===== src/rtl/owid_pkg.sv =====
package owid_pkg;

  typedef enum logic [2:0] {
    ST_IDLE,
    ST_RSTLOW,
    ST_PWAIT,
    ST_PDRIVE,
    ST_CMD,
    ST_SEND,
    ST_MUTE
  } ow_state_e;

  // Reflected CRC-8, polynomial x^8+x^5+x^4+1, zero seed, data LSB first.
  function automatic logic [7:0] ow_crc8(input logic [55:0] d);
    logic [7:0] c;
    logic       fb;
    c = 8'h00;
    for (int i = 0; i < 56; i++) begin
      fb = c[0] ^ d[i];
      c  = {1'b0, c[7:1]};
      if (fb) c = c ^ 8'h8C;
    end
    return c;
  endfunction

endpackage


===== src/rtl/owid_linemon.sv =====
module owid_linemon #(
  parameter int LOW_MAX = 480,
  localparam int LW = $clog2(LOW_MAX + 1)
) (
  input  logic          clk,
  input  logic          rst_n,
  input  logic          tick_us,
  input  logic          bus_in,
  output logic          line_hi,
  output logic          fell,
  output logic          rose,
  output logic [LW-1:0] low_time
);

  logic [1:0] sync_q;
  logic       prev_q;

  always_ff @(posedge clk or negedge rst_n) begin
    if (!rst_n) begin
      sync_q   <= 2'b11;
      prev_q   <= 1'b1;
      low_time <= '0;
    end else begin
      sync_q <= {sync_q[0], bus_in};
      prev_q <= sync_q[1];
      if (sync_q[1])
        low_time <= '0;
      else if (tick_us && low_time != LW'(LOW_MAX))
        low_time <= low_time + 1'b1;
    end
  end

  assign line_hi = sync_q[1];
  assign fell    = prev_q & ~sync_q[1];
  assign rose    = ~prev_q & sync_q[1];

  // low_time restarts at every slot start
  assert_low_restart_R3: assert property (@(posedge clk) disable iff (!rst_n)
    $rose(prev_q) |-> (low_time == '0));

endmodule


===== src/rtl/owid_romsel.sv =====
module owid_romsel #(
  parameter logic [7:0]  FAMILY    = 8'h81,
  parameter logic [47:0] SERIAL    = 48'h0000_5A3C_19E7,
  parameter bit          CALC_CRC  = 1'b1,
  parameter logic [7:0]  CRC_FIXED = 8'h00,
  parameter int          IMG_BITS  = 64,
  localparam int IW = $clog2(IMG_BITS)
) (
  input  logic [IW-1:0] idx,
  output logic          bit_o
);

  logic [7:0]          crc_v;
  logic [IMG_BITS-1:0] image;

  generate
    if (CALC_CRC) begin : g_crc_calc
      localparam logic [7:0] CRC_C = owid_pkg::ow_crc8({SERIAL, FAMILY});
      assign crc_v = CRC_C;
    end else begin : g_crc_fixed
      assign crc_v = CRC_FIXED;
    end
  endgenerate

  assign image = {crc_v, SERIAL, FAMILY};
  assign bit_o = image[idx];

endmodule


===== src/rtl/owid_responder.sv =====
module owid_responder
  import owid_pkg::*;
#(
  parameter logic [7:0]  FAMILY      = 8'h81,
  parameter logic [47:0] SERIAL      = 48'h0000_5A3C_19E7,
  parameter bit          CALC_CRC    = 1'b1,
  parameter logic [7:0]  CRC_FIXED   = 8'h00,
  parameter logic [7:0]  READ_CMD    = 8'h0F,
  parameter int          RST_MIN_US  = 480,
  parameter int          PRES_DLY_US = 30,
  parameter int          PRES_LEN_US = 120,
  parameter int          SAMPLE_US   = 30,
  parameter int          HOLD0_US    = 30,
  parameter int          SLOT_MAX_US = 120
) (
  input  logic clk,
  input  logic rst_n,
  input  logic tick_us,
  input  logic bus_in,
  output logic pull_low,
  output logic cmd_ok,
  output logic cmd_rejected,
  output logic frame_err
);

  localparam int IMG_BITS = 64;
  localparam int LW       = $clog2(RST_MIN_US + 1);
  localparam int IW       = $clog2(IMG_BITS);
  localparam int CMD_BITS = 8;
  localparam int CW       = $clog2(CMD_BITS);

  ow_state_e     state;
  logic [LW-1:0] tcnt;
  logic [LW-1:0] low_time;
  logic          line_hi, fell, rose;
  logic          slot_on, sampled, samp_val, slot_bad;
  logic [7:0]    cmd_sh;
  logic [7:0]    cmd_next;
  logic [CW-1:0] bcnt;
  logic [IW-1:0] idx;
  logic          rom_bit;
  logic          reset_hit, commit;

  owid_linemon #(.LOW_MAX(RST_MIN_US)) u_line (
    .clk      (clk),
    .rst_n    (rst_n),
    .tick_us  (tick_us),
    .bus_in   (bus_in),
    .line_hi  (line_hi),
    .fell     (fell),
    .rose     (rose),
    .low_time (low_time)
  );

  owid_romsel #(
    .FAMILY    (FAMILY),
    .SERIAL    (SERIAL),
    .CALC_CRC  (CALC_CRC),
    .CRC_FIXED (CRC_FIXED),
    .IMG_BITS  (IMG_BITS)
  ) u_rom (
    .idx   (idx),
    .bit_o (rom_bit)
  );

  assign reset_hit = !line_hi && (low_time == LW'(RST_MIN_US)) && (state != ST_PDRIVE);
  assign commit    = slot_on && sampled && line_hi && !slot_bad;
  assign cmd_next  = {samp_val, cmd_sh[7:1]};

  always_ff @(posedge clk or negedge rst_n) begin
    if (!rst_n) begin
      state     <= ST_IDLE;
      tcnt      <= '0;
      slot_on   <= 1'b0;
      sampled   <= 1'b0;
      samp_val  <= 1'b0;
      slot_bad  <= 1'b0;
      cmd_sh    <= '0;
      bcnt      <= '0;
      idx       <= '0;
      frame_err <= 1'b0;
    end else begin
      frame_err <= 1'b0;
      if (tick_us && tcnt != LW'(RST_MIN_US))
        tcnt <= tcnt + 1'b1;
      if (reset_hit) begin
        state   <= ST_RSTLOW;
        slot_on <= 1'b0;
      end else begin
        case (state)
          ST_RSTLOW: if (line_hi) begin
            state <= ST_PWAIT;
            tcnt  <= '0;
          end
          ST_PWAIT: if (tick_us && tcnt == LW'(PRES_DLY_US - 1)) begin
            state <= ST_PDRIVE;
            tcnt  <= '0;
          end
          ST_PDRIVE: if (tick_us && tcnt == LW'(PRES_LEN_US - 1)) begin
            state   <= ST_CMD;
            tcnt    <= '0;
            bcnt    <= '0;
            slot_on <= 1'b0;
          end
          ST_CMD, ST_SEND: begin
            if (fell) begin
              slot_on  <= 1'b1;
              sampled  <= 1'b0;
              slot_bad <= 1'b0;
              tcnt     <= '0;
            end else if (slot_on) begin
              if (tick_us && !sampled && tcnt == LW'(SAMPLE_US - 1)) begin
                sampled  <= 1'b1;
                samp_val <= line_hi;
              end
              if (!line_hi && low_time > LW'(SLOT_MAX_US))
                slot_bad <= 1'b1;
              if (line_hi && slot_bad) begin
                slot_on   <= 1'b0;
                frame_err <= 1'b1;
              end else if (commit) begin
                slot_on <= 1'b0;
                if (state == ST_CMD) begin
                  cmd_sh <= cmd_next;
                  bcnt   <= bcnt + 1'b1;
                  if (bcnt == CW'(CMD_BITS - 1)) begin
                    state <= (cmd_next == READ_CMD) ? ST_SEND : ST_MUTE;
                    idx   <= '0;
                  end
                end else begin
                  idx <= idx + 1'b1;
                end
              end
            end
          end
          default: ;
        endcase
      end
    end
  end

  assign pull_low = (state == ST_PDRIVE) ||
                    (state == ST_SEND && slot_on && !rom_bit && tcnt < LW'(HOLD0_US));
  assign cmd_ok       = (state == ST_SEND);
  assign cmd_rejected = (state == ST_MUTE);

  assert_reset_abort_R1: assert property (@(posedge clk) disable iff (!rst_n)
    (!line_hi && low_time == LW'(RST_MIN_US) && state != ST_PDRIVE) |=> (state == ST_RSTLOW));

  assert_presence_len_R2: assert property (@(posedge clk) disable iff (!rst_n)
    (state == ST_PDRIVE) |-> (tcnt < LW'(PRES_LEN_US)));

  assert_mute_quiet_R5: assert property (@(posedge clk) disable iff (!rst_n)
    (state == ST_MUTE) |-> !pull_low);

  assert_idle_quiet_R10: assert property (@(posedge clk) disable iff (!rst_n)
    (state == ST_IDLE) |-> (!pull_low && !cmd_ok && !cmd_rejected));

  assert_wrap_R8: assert property (@(posedge clk) disable iff (!rst_n)
    (state == ST_SEND && commit && idx == '1) |=> (idx == '0));

  assert_frame_src_R9: assert property (@(posedge clk) disable iff (!rst_n)
    frame_err |-> ($past(slot_bad) && rose || $past(slot_bad) && line_hi));

endmodule


===== config.mk =====
export PLATFORM = sky130hd
export DESIGN_NAME = owid_responder
export DESIGN_NICKNAME = d
export VERILOG_FILES = /design/src/rtl/owid_pkg.sv /design/src/rtl/owid_linemon.sv /design/src/rtl/owid_romsel.sv /design/src/rtl/owid_responder.sv
export SDC_FILE = /design/constraint.sdc
export NUM_CORES = 1
export LEC_CHECK = 0
export ABC_AREA = 1
export ABC_CLOCK_PERIOD_IN_PS = 1440
export BUFFER_PORTS_ARGS = -buffer_cell sky130_fd_sc_hd__clkbuf_2
export CORE_MARGIN = 1
export CORE_UTILIZATION = 50
export CTS_CLUSTER_SIZE = 28
export DETAILED_ROUTE_END_ITERATION = 8
export PLACE_DENSITY = 0.71
export SLEW_MARGIN = 30
export SYNTH_ARGS = -nofsm -noshare
export SYNTH_HDL_FRONTEND = slang
export SYNTH_SLANG_ARGS = --single-unit

===== constraint.sdc =====
create_clock -name clk -period 1.44 [get_ports clk]
set_input_delay 0.216 -clock clk [delete_from_list [all_inputs] [get_ports clk]]
set_output_delay 0.216 -clock clk [all_outputs]
set_load 0.01 [all_outputs]

; Word-level counts from Yosys, hierarchy flattened
; Memory sizes are Yosys's and may differ from the RTL's.
; Cells that the tools add are included.
; W data, S select, Z words.
[classes]
addsub = 4
order_cmp = 3
eq_ne = 30
mux = 49
bitwise = 5
n_reduce_logical = 37
[ops]
columns = cell, count
row1 = $mux W9, 8
row2 = $mux W3, 16
row3 = $pmux W9 S4, 1
row4 = $ne A3 B3 Y1 const B, 8
row5 = $add A9 B1 Y9 const B, 2
row6 = $mux W1, 18
row7 = $ne A9 B9 Y1 const B, 2
row8 = $logic_and A1 B1 Y1, 16
row9 = $reduce_and A7 Y1, 2
row10 = $eq A3 B3 Y1 const B, 4
row11 = $mux W6, 2
row12 = $ne A2 B2 Y1 const B, 6
row13 = $pmux W3 S4, 1
row14 = $reduce_and A10 Y1, 1
row15 = $reduce_bool A2 Y1, 5
row16 = $eq A9 B5 Y1 const B, 1
row17 = $eq A9 B7 Y1 const B, 1
row18 = $eq A9 B9 Y1 const B, 1
row19 = $gt A9 B7 Y1 const B, 1
row20 = $lt A9 B5 Y1 const B, 1
row21 = $eq A8 B4 Y1 const B, 1
row22 = $reduce_and A4 Y1, 2
row23 = $reduce_and A8 Y1, 1
row24 = $lt A6 B7 Y1 const B, 1
row25 = 18 further kinds, 26
[word_totals]
register_bits = 46
romBits = 64
input_bits = 4
out_inout_bits = 4
wordCells = 142
n_memories = 1
[memory_table]
columns = name, depth, width, read_ports, rd_ports_with_merged_regs, write_ports, line
row1 = (name not given), 64, 1, 1, 0, 0, owid_romsel.sv:26  ; assign bit_o = image[idx];

; Logic depth before layout (Yosys ltp)
[logic_depth]
depth_word = 10
mapped_depth = 11
mapped_depth_nobuf = 11

; By module
; From an unflattened synthesis, not the netlist that was laid out.
[unflattened]
cells_unflattened = 442
hier_area_um2 = 3135.5
[by_module_without_submodules]
columns = module, n_inst, cells_each, area_each_um2, seq_area_each_um2
row1 = owid_responder, 1, 310, 2213.4, 825.8
row2 = owid_linemon, 1, 96, 729.4, 304.0
row3 = owid_romsel, 1, 36, 192.7, 0.0

; Worst setup path after synthesis
; No wires, ideal clock.
[synth_path]
kind = register to output
from = register idx[0]
to = output port pull_low
arrival_time_ps = 1374
required_ps = 1224
setup_slack_ps = -150
path_stages_with_launch = 11
n_path_buf = 0
cell_sequence = dfrtp_1 -> inv_1 -> ha_1 -> inv_1 -> nand2_1 -> a21oi_1 -> a21oi_1 -> o21ai_0 -> nand2_1 -> nand2_1 -> nand2_1
[synth_via]
elab_chain_cells = 6
[synth_lines]
columns = element, line
row1 = "start, declared", owid_responder.sv:40  ; logic [IW-1:0] idx;
row2 = "start signal, assigned", owid_responder.sv:131  ; idx <= idx + 1'b1;
row3 = $mem_v2 Z64 W1, --
row4 = $mux W1 (not written as such), owid_romsel.sv:26
row5 = $logic_not A1 Y1, owid_responder.sv:143  ; (state == ST_SEND && slot_on && !rom_bit && tcnt < LW'(HOLD0_US));
row6 = $logic_and A1 B1 Y1 (2 in series), owid_responder.sv:143
row7 = $logic_or A1 B1 Y1, owid_responder.sv:142  ; assign pull_low = (state == ST_PDRIVE) ||
row8 = "end, declared", owid_responder.sv:20  ; output logic pull_low,
; No other way between the ends. The select of a mux whose other input is x is not followed.

; Worst setup path after layout
; Ends and elaborated chain as after synthesis.

==> load_flow_metrics.sql <==
INSERT INTO impl_metrics (metric_group, metric, value, unit) VALUES
('final_layout', 'filler_cells_inserted', '275', ''),
('global_routing', 'vias_in_the_first_global_route', '2694', ''),
('worst_setup_path', 'worst_r2r_startpoint', 'tcnt[1]$_DFF_PN0_', ''),
('timing', 'report.final.hold_viol_count', '0', ''),
('timing', 'timing.hold.ws', '0.353', 'ns'),
('place', 'dpl.cell_count', '507', ''),
('synth', 'synth_seq_cells', '45', ''),
('hold_path', 'timing.hold.worst.start', 'tick_us', ''),
('pwr', 'ir_worst_vdd', '1.05', 'mV'),
('final_layout', 'register_area', '1140', 'um^2'),
('floorplan', 'dieWidth', '76.5', 'um'),
('outcome', 'violations', 'negative setup slack', ''),
('synth', 'number_of_enable_type_register_cells_in_the_synthesized_netlist', '0', ''),
('timing', 'worst_pin_slew', '0.387', 'ns'),
('worst_setup_path', 'path_cells', 'inv_2 -> ha_4 -> inv_4 -> nand2_2 -> a21oi_2 -> a21oi_1 -> o21ai_1 -> nand2_1 -> nand2_1 -> nand2_2 -> buf_6', ''),
('final_layout', 'layout_cells_excl_fill', '549', ''),
('clocking', 'cts_buffers', '5', ''),
('final_layout', 'post_route_cells_drive_above_1_share', '51.6', '%'),
('worst_setup_path', 'critical-path-max-stage-delay', '0.42', 'ns'),
('worst_setup_path', 'top_cell_family_by_delay_on_the_critical_path', 'flip-flops', ''),
('drt', 'avgRoutedWirePerCell', '17.5', 'um'),
('worst_setup_path', 'critical_path.startpoint_type', 'register', ''),
('worst_setup_path', 'cp_slowest_cell', 'sky130_fd_sc_hd__dfrtp_2', ''),
('drt', 'route.detailed.vias_per_inst', '5.69', ''),
('place', 'preCtsSetupSlack', '-0.193', 'ns'),
('final_layout', 'num-nets-final', '494', ''),
('synth', 'postSynthAreaPerCell', '7.70', 'um^2'),
('clocking', 'cts_tree', 'done', ''),
('timing', 'setup_slack', '-0.536', 'ns'),
('clocking', 'clock_tree.htree_level_count', '2', ''),
('drt', 'dr_total_vias', '3122', ''),
('drt', 'antenna_violating_nets_post_route', '0', ''),
('synth', 'synth_fp_nets', '376', ''),
('clocking', 'clock_latency', '0.31', 'ns'),
('synth', 'yosys_warnings', '0', ''),
('global_routing', 'largest_net_degree_at_the_start_of_global_routing', '46', ''),
('place', 'place.gp.congestion', '0.905', ''),
('synth', 'post_synth_instance_area', '2770', 'um^2'),
('timing', 'grt_setup_unrepaired', 'yes', ''),
('hold_path', 'hold_class', 'in2reg', ''),
('floorplan', 'die_h', '76.5', 'um'),
('synth', 'asyncSetResetFlopFracSynth', '100', '%'),
('worst_setup_path', 'timing_worst_setup_path_type', 'reg2out', ''),
('worst_setup_path', 'critPathLaunch', 'idx[0]$_DFFE_PN0P_', ''),
('timing', 'period_minus_slack', '1.98', 'ns'),
('global_routing', 'gr-total-overflow', '0', ''),
('timing', 'final.setup_skew', '0.00813', 'ns'),
('worst_setup_path', 'timing.critical_path.required', '1.22', 'ns'),
('clocking', 'clockRootBuffer', 'sky130_fd_sc_hd__clkbuf_8', ''),
('drt', 'drt-pass1-iter-count', '5', ''),
('worst_setup_path', 'critical_path_peak_fanout', '2', ''),
('global_routing', 'global_route.usage.total', '26.0', '%'),
('worst_setup_path', 'cp.arrival', '1.76', 'ns'),
('outcome', 'run_status', 'complete, but fails checks', ''),
('drt', 'routed_wirelength', '9.61', 'mm'),
('timing', 'finalCritPeriodShare', '137', '%'),
('synth', 'synth.yosys.seq_area_share', '40.8', '%'),
('pwr', 'power_per_cell_area', '943', 'nW/um^2'),
('worst_setup_path', 'kind_of_capture_point_of_the_worst_setup_path', 'output pin', ''),
('job', 'max_cap_violations', '0', ''),
('timing', 'setup_viol', '35', ''),
('floorplan', 'floorplan.initialDensity', '52.9', '%'),
('floorplan', 'fp-row-count', '26', ''),
('worst_setup_path', 'critical_path.n_buffers_inverters', '3', ''),
('timing', 'max_slew_margin', '74.0', '%'),
('pwr', 'p_leak', '2.06', 'nW'),
('global_routing', 'grt_antenna_before_repair', '0', ''),
('timing', 'maxSlewViolCount', '0', ''),
('drt', 'detailedRoute.firstIterationViolations', '206', ''),
('synth', 'ys_types', '33', ''),
('floorplan', 'pin_count', '8', '');
cells in the mapped netlist, types with 6 or more instances:
cell | count | area share, %
sky130_fd_sc_hd__nand2_1 | 85 | 12
sky130_fd_sc_hd__dfrtp_1 | 42 | 38
sky130_fd_sc_hd__inv_1 | 39 | 5.3
sky130_fd_sc_hd__nor2_1 | 33 | 4.5
sky130_fd_sc_hd__nand3_1 | 24 | 4.3
sky130_fd_sc_hd__o21ai_0 | 24 | 4.3
sky130_fd_sc_hd__a21oi_1 | 23 | 4.2
sky130_fd_sc_hd__nor3_1 | 14 | 2.5
sky130_fd_sc_hd__ha_1 | 12 | 5.4
sky130_fd_sc_hd__nand4_1 | 12 | 2.7
sky130_fd_sc_hd__o21ai_1 | 6 | 1.1
sky130_fd_sc_hd__xor2_1 | 6 | 1.9
layout make-up:
| type | count | area share (%) |
|---|---|---|
| well taps | 70 | 2.00 |
| clock buffers | 8 | 1.83 |
| flip-flops and latches | 45 | 25.9 |
| repair buffers | 113 | 22.0 |
| inverters | 41 | 3.77 |
| multi-input cells | 272 | 44.5 |
report_power, final:
group          leakage (nW)  switching [mW]  internal, mW
clock network        0.0395           0.452         0.346
registers             0.575           0.179          1.40
logic                  1.44           0.925         0.832
through the flow:
step | power, mW | TNS [ns] | cell area [um^2] | utilization (%)
6_report | 4.13 | -7.76 | 4390 | 83.7
5_1_grt | 4.31 | -9.65 | 4390 | 83.7
4_1_cts | 3.65 | -3.52 | 3870 | 73.8
3_5_place_dp | 2.66 | -2.73 | 3500 | 66.8
3_3_place_gp | 2.63 | -1.46 | 3500 | 66.8
2_1_floorplan | 2.09 | -0.183 | 2830 | -
final timing paths:
kind / slack [ns] / to / depth (start not counted)
setup reg to reg: -0.47 / tcnt[8]$_DFF_PN0_ / 13
hold / removal: 0.35 / u_line.low_time[2]$_DFFE_PN0P_ / 4
hold reg to reg: 0.36 / u_line.sync_q[1]$_DFF_PN1_ / 0
min in group asynchronous: 0.42 / cmd_sh[4]$_DFFE_PN0P_ / 3
setup / recovery: -0.54 / pull_low / 11
max in group asynchronous: 0.73 / u_line.prev_q$_DFF_PN1_ / 3
registers in the layout (all words and copies together) (netlist names):
signal           count
u_line.sync_q        2
idx                  6
bcnt                 3
slot_on              1
u_line.low_time      9
sampled              1
samp_val             1
cmd_sh               7
u_line.prev_q        1
slot_bad             1
tcnt                 9
frame_err            1
state                3
cell usage in the layout (no fill, tap or decap), types with 8 or more instances in the layout:
| cell type | count |
|---|---|
| sky130_fd_sc_hd__o21ai_0 | 11 |
| sky130_fd_sc_hd__buf_4 | 80 |
| sky130_fd_sc_hd__nor2_1 | 26 |
| sky130_fd_sc_hd__a21oi_2 | 8 |
| sky130_fd_sc_hd__buf_6 | 23 |
| sky130_fd_sc_hd__dfrtp_1 | 37 |
| sky130_fd_sc_hd__inv_2 | 15 |
| sky130_fd_sc_hd__nand3_1 | 14 |
| sky130_fd_sc_hd__inv_1 | 22 |
| sky130_fd_sc_hd__nand2_4 | 11 |
| sky130_fd_sc_hd__nand2_2 | 23 |
| sky130_fd_sc_hd__nor2_4 | 11 |
| sky130_fd_sc_hd__nand2_1 | 58 |
| sky130_fd_sc_hd__o21ai_2 | 8 |
| sky130_fd_sc_hd__nand3_2 | 10 |
| sky130_fd_sc_hd__a21oi_1 | 14 |
| sky130_fd_sc_hd__nand4_1 | 12 |
| sky130_fd_sc_hd__o21ai_1 | 10 |
worst min-delay path, cell delays in order:
cell and delay (ns):
sky130_fd_sc_hd__clkbuf_2 0.10, sky130_fd_sc_hd__buf_4 0.16, sky130_fd_sc_hd__nand3_1 0.08, sky130_fd_sc_hd__a21oi_1 0.06
repair_timing:
action	in CTS	in global routing
endpoints found under the hold margin	43	0
setup endpoints to repair	37	43
pin swaps	24	34
gates cloned	1	1
resized for setup	58	97
hold buffers	2	0
setup buffers	12	19
metal layers:
metal | share of wire (%) | track usage (%) | vias up
li1 | - | - | 1429
met1 | 38 | 30.5 | 1502
met2 | 52 | 47.9 | 155
met3 | 5.7 | 3.71 | 36
met4 | 4.3 | 9.04 | 0
met5 | 0 | 0 | -
cell families (layout without fill, tap and decap cells):
logic type,after synthesis,after routing,synth area share [%]
adders and majority gates,12,12,5.42
buffers and inverters,45,162,6.41
xor gates and xnor gates,6,6,1.90
DFF,45,45,40.8
muxes,3,3,1.22
AOI/OAI and AO/OA,60,60,11.8
and+or+nand+nor,189,191,32.5
Power figures use the tool's default switching activity.
